**config.mk**
```make
export PLATFORM = sky130hd
export DESIGN_NAME = burst_addr_seq
export DESIGN_NICKNAME = d
export VERILOG_FILES = /design/src/rtl/burst_seq_pkg.sv /design/src/rtl/bseq_order.sv /design/src/rtl/bseq_timer.sv /design/src/rtl/bseq_turn.sv /design/src/rtl/burst_addr_seq.sv
export SDC_FILE = /design/constraint.sdc
export NUM_CORES = 1
export LEC_CHECK = 0
export CAP_MARGIN = 20
export CORE_MARGIN = 3
export CORE_UTILIZATION = 35
export DETAILED_ROUTE_END_ITERATION = 8
export MAX_ROUTING_LAYER = met4
export PLACE_DENSITY_LB_ADDON = 0.05
export SLEW_MARGIN = 20
export SYNTH_ARGS = -nofsm -noshare
export SYNTH_HDL_FRONTEND = slang
export SYNTH_SLANG_ARGS = --single-unit
```
**constraint.sdc**
```tcl
create_clock -name clk_i -period 3.83 [get_ports clk_i]
set_input_delay 0.383 -clock clk_i [delete_from_list [all_inputs] [get_ports clk_i]]
set_output_delay 0.383 -clock clk_i [all_outputs]
set_load 0.02 [all_outputs]
```
**src/rtl/burst_seq_pkg.sv**
```systemverilog
package burst_seq_pkg;
  typedef enum logic [1:0] {
    ST_IDLE = 2'd0,
    ST_TURN = 2'd1,
    ST_RUN  = 2'd2
  } seq_state_e;
endpackage

```
**src/rtl/bseq_order.sv**
```systemverilog
module bseq_order #(
  parameter int unsigned OFS_W = 2
) (
  input  logic [OFS_W-1:0] start_ofs_i,
  input  logic [OFS_W-1:0] beat_idx_i,
  input  logic             interleave_i,
  output logic [OFS_W-1:0] ofs_o
);
  logic [OFS_W-1:0] idx_rev;

  for (genvar g = 0; g < OFS_W; g++) begin : g_rev
    assign idx_rev[g] = beat_idx_i[OFS_W-1-g];
  end

  always_comb begin
    if (interleave_i) ofs_o = start_ofs_i ^ idx_rev;
    else              ofs_o = start_ofs_i + beat_idx_i;
  end
endmodule

```
**src/rtl/bseq_timer.sv**
```systemverilog
module bseq_timer #(
  parameter int unsigned LAT_W = 3
) (
  input  logic             clk_i,
  input  logic             rst_ni,
  input  logic             load_i,
  input  logic [LAT_W-1:0] load_val_i,
  input  logic             run_i,
  output logic             tick_o
);
  logic [LAT_W-1:0] cnt_q;

  assign tick_o = run_i && (cnt_q == LAT_W'(1));

  always_ff @(posedge clk_i or negedge rst_ni) begin
    if (!rst_ni)                           cnt_q <= '0;
    else if (load_i)                       cnt_q <= load_val_i;
    else if (run_i && cnt_q > LAT_W'(1))   cnt_q <= cnt_q - LAT_W'(1);
  end
endmodule

```
**src/rtl/bseq_turn.sv**
```systemverilog
module bseq_turn (
  input  logic clk_i,
  input  logic rst_ni,
  input  logic accept_i,
  input  logic write_i,
  input  logic zbt_i,
  output logic need_turn_o
);
  logic prev_vld_q, prev_wr_q;

  assign need_turn_o = prev_vld_q && (prev_wr_q != write_i) && !zbt_i;

  always_ff @(posedge clk_i or negedge rst_ni) begin
    if (!rst_ni) begin
      prev_vld_q <= 1'b0;
      prev_wr_q  <= 1'b0;
    end else if (accept_i) begin
      prev_vld_q <= 1'b1;
      prev_wr_q  <= write_i;
    end
  end
endmodule

```
**src/rtl/burst_addr_seq.sv**
```systemverilog
module burst_addr_seq
  import burst_seq_pkg::*;
#(
  parameter int unsigned ADDR_W = 16,
  parameter int unsigned OFS_W  = 2,
  parameter int unsigned LAT_W  = 3
) (
  input  logic              clk_i,
  input  logic              rst_ni,
  input  logic              req_i,
  input  logic              write_i,
  input  logic [ADDR_W-1:0] start_addr_i,
  input  logic              interleave_i,
  input  logic              zbt_i,
  input  logic [LAT_W-1:0]  first_lat_i,
  input  logic [LAT_W-1:0]  next_lat_i,
  output logic              busy_o,
  output logic              beat_o,
  output logic              last_o,
  output logic [ADDR_W-1:0] addr_o
);
  localparam int unsigned BEATS = 1 << OFS_W;
  localparam logic [OFS_W-1:0] LAST_IDX = OFS_W'(BEATS - 1);

  seq_state_e        state_q, state_d;
  logic [ADDR_W-1:0] base_q;
  logic              il_q;
  logic [LAT_W-1:0]  fl_q, nl_q, fl_in, nl_in;
  logic [OFS_W-1:0]  idx_q, ofs;
  logic              accept, need_turn, tick, at_last;
  logic              tmr_load;
  logic [LAT_W-1:0]  tmr_val;

  assign fl_in   = (first_lat_i == '0) ? LAT_W'(1) : first_lat_i;
  assign nl_in   = (next_lat_i  == '0) ? LAT_W'(1) : next_lat_i;
  assign accept  = req_i && (state_q == ST_IDLE);
  assign at_last = (idx_q == LAST_IDX);

  bseq_turn u_turn (
    .clk_i      (clk_i),
    .rst_ni     (rst_ni),
    .accept_i   (accept),
    .write_i    (write_i),
    .zbt_i      (zbt_i),
    .need_turn_o(need_turn)
  );

  // reload: direct start, end of turnaround, or between beats
  always_comb begin
    tmr_load = 1'b0;
    tmr_val  = fl_in;
    if (accept && !need_turn) begin
      tmr_load = 1'b1;
      tmr_val  = fl_in;
    end else if (state_q == ST_TURN) begin
      tmr_load = 1'b1;
      tmr_val  = fl_q;
    end else if (tick && !at_last) begin
      tmr_load = 1'b1;
      tmr_val  = nl_q;
    end
  end

  bseq_timer #(.LAT_W(LAT_W)) u_timer (
    .clk_i     (clk_i),
    .rst_ni    (rst_ni),
    .load_i    (tmr_load),
    .load_val_i(tmr_val),
    .run_i     (state_q == ST_RUN),
    .tick_o    (tick)
  );

  bseq_order #(.OFS_W(OFS_W)) u_order (
    .start_ofs_i (base_q[OFS_W-1:0]),
    .beat_idx_i  (idx_q),
    .interleave_i(il_q),
    .ofs_o       (ofs)
  );

  always_comb begin
    state_d = state_q;
    unique case (state_q)
      ST_IDLE: if (accept) state_d = need_turn ? ST_TURN : ST_RUN;
      ST_TURN: state_d = ST_RUN;
      ST_RUN:  if (tick && at_last) state_d = ST_IDLE;
      default: state_d = ST_IDLE;
    endcase
  end

  always_ff @(posedge clk_i or negedge rst_ni) begin
    if (!rst_ni) begin
      state_q <= ST_IDLE;
      base_q  <= '0;
      il_q    <= 1'b0;
      fl_q    <= LAT_W'(1);
      nl_q    <= LAT_W'(1);
      idx_q   <= '0;
    end else begin
      state_q <= state_d;
      if (accept) begin
        base_q <= start_addr_i;
        il_q   <= interleave_i;
        fl_q   <= fl_in;
        nl_q   <= nl_in;
        idx_q  <= '0;
      end else if (tick && !at_last) begin
        idx_q  <= idx_q + OFS_W'(1);
      end
    end
  end

  assign busy_o = (state_q != ST_IDLE);
  assign beat_o = tick;
  assign last_o = tick && at_last;
  assign addr_o = {base_q[ADDR_W-1:OFS_W], ofs};
endmodule

```
==> results.ini <==
[clock_tree]
cts_hold_buf=0
clkSlewWorstSetupHoldPaths_ps=70
clk_path_buf_depth=2
postCtsSetupBuffers=0
clk_latency_ps=280
cts_tree=built
numCtsBuffers=5
htree_levels=2
cts_resized=0
cts_sinks=32
cts_root_buf=clkbuf_8

[critical_path]
endpoint_kind=primary output
r2r-end=base_q[5]
r2r_start=state_q[1]
r2r_slack_ps=1940
start_kind=register
crit_required_ps=3450
worstPathMaxFanout=4
reg2reg_depth=3
cp-endpoint=addr_o[1]
criticalPathCategory=register to primary output
arrival_ps=2050
cp-startpoint=idx_q[0]

[power]
ir_worst_vdd_uv=459
power_mw=1.84
powerDensity_nw_per_um2=842
power_leakage_nw=0.884

[floorplanning]
die_height_microns=75.5
ios=47
fp.dieW_microns=75.5
num_rows=24
core_sq_um=4500
start_util_pct=37.6
dieArea_sq_um=5710

[placement]
io_buffers=46
dp.final_hpwl_microns=2480
placed_cell_area_sq_um=2090
dp_cells=222
gp_congestion=0.799

[cells_and_area]
fin_area_sq_um=2180
final_cells=230
area_delta_synth_final_pct=28.8
nets=209
antenna_cells=0
nFillCells=414
drive_above_1_share_pct=23.6

[synthesis]
syn-num-nets=174
synth_flop_cell=dfrtp_1
yosys.area.top_type_share_pct=44.3
synth_edf_count=0
synth.area.top_cells=dfrtp_1 44%, mux2_2 15%, buf_4 6.7%, dfstp_2 3.1%, ha_1 3.0%
syn_area_per_cell_sq_um=11.9
ys_seq_area_share_pct=47.5
synthCells=142
synthTopCellsByCount=30 x dfrtp_1, 22 x mux2_2, 15 x buf_4, 9 x nor2_1, 6 x inv_1
yosys_warnings=0
ys_seq_elements=32
synthesis.area_sq_um=1690
yosysTopAreaCell=dfrtp_1
synth.distinct_cells=38
async_flop_share_pct=100
synth.most_common_cell=dfrtp_1

[global_route]
grt_overflow_total=0
grt_pass1_vias=1159
grt_max_degree=33
antenna_found_initial=0
grt_pass1_wl_microns=5480
track_usage_pct=13.4

[timing]
post-route-period-util_pct=63.6
rsz0062_at_grt=no
fin_skew_ps=6.78
finalSetupViolations=0
slew_headroom_pct=64.2
fmax_ghz=0.411
tightestPinTransition_ps=537
maxSlewViolCount=0
final.setup.tns_ps=0
min_period_ps=2440
hold_violations=0

[route]
drcViolationCount=0
ant_nets=0
drt_pass1_iterations=4
dr_total_vias=1152
drtIter0Drc=32
drt-total-wl_microns=3280
wire_per_inst_microns=14.2
vias_per_cell=5.01

[hold_path]
worst_hold_path_type=register to register

[flow_run]
cap_violations=0

[run_status]
status=complete, no violations

==> per-stage QoR <==
step	hold slack (ps)	utilization [%]	setup slack, ps
finish	464	48.4	1390
global route	483	48.4	1280
CTS	472	48.4	1370
detailed placement	458	46.4	1530
global placement	444	46.4	1560
floorplan	87.4	-	2190
==> sequential cells by signal (all words and copies together) (netlist names) <==
signal             count
u_timer.cnt_q          3
nl_q                   3
u_turn.prev_wr_q       1
idx_q                  2
il_q                   1
base_q                16
u_turn.prev_vld_q      1
fl_q                   3
state_q                2
==> how the worst min path moves through the flow <==
stage                                 start           endpoint  slack, ps  cells past startpoint
after floorplan                      rst_ni          base_q[0]         90                      0
after global placement    u_turn.prev_vld_q  u_turn.prev_vld_q        440                      1
after detailed placement  u_turn.prev_vld_q  u_turn.prev_vld_q        460                      1
after CTS                 u_turn.prev_vld_q  u_turn.prev_vld_q        470                      1
after global routing      u_turn.prev_vld_q  u_turn.prev_vld_q        480                      1
final                     u_turn.prev_vld_q  u_turn.prev_vld_q        460                      1
==> worst max-delay path, stage by stage, from the launching register on <==
cell and delay (ps):
dfrtp_1 430, ha_1 210, xnor2_1 120, o21ai_0 210
xor2_1 180, clkdlybuf4s50_1 620
==> placed cells by master, fill, tap and decap left out, types with 2 or more instances in the layout <==
cell             instances
clkdlybuf4s50_1         46
dfrtp_1                 30
nand2_1                  4
ha_1                     4
or3_1                    3
mux2_2                  22
a31oi_1                  2
or2_2                    2
and2_1                   2
clkbuf_8                 6
a21oi_1                  4
nor3_1                   3
nor4_1                   2
o21ai_0                  3
inv_1                    6
dfstp_2                  2
clkbuf_1                 2
o21bai_1                 3
xnor2_1                  3
buf_4                    2
nor2_1                   9
==> report_power, final <==
group,internal [mW],leakage (nW),total [mW],switching [mW]
Sequential,0.509,0.376,0.633,0.123
Clock,0.146,0.0455,0.260,0.114
Combinational,0.508,0.462,0.942,0.434
==> cells by family (layout without fill, tap and decap cells) <==
group	count (synthesis)	after routing	synth area share, %
AOI/OAI and AO/OA	20	20	9.76
xor gates and xnor gates	5	5	3.03
adders and majority gates	4	4	2.96
buffers and inverters	26	62	10.2
DFF	32	32	47.5
muxes	23	23	15.2
and+or+nand+nor	32	32	11.4
==> cell type report <==
cell class | count | area [sq um] | area share [%]
flip-flops and latches | 32 | 803 | 36.9
inverters | 6 | 22.5 | 1.03
multi-input cells | 84 | 723 | 33.2
clock buffers | 8 | 90.1 | 4.13
well taps | 52 | 65.1 | 2.99
repair buffers | 48 | 475 | 21.8
==> layer usage <==
layer	GRT usage (%)	wire length, microns	vias up
met2	21.3	1580	27
met5	-	0	-
li1	-	-	556
met1	16.7	1500	564
met3	3.96	147	5
met4	4.08	42	0
No activity file was read; power rests on OpenSTA's default activity.
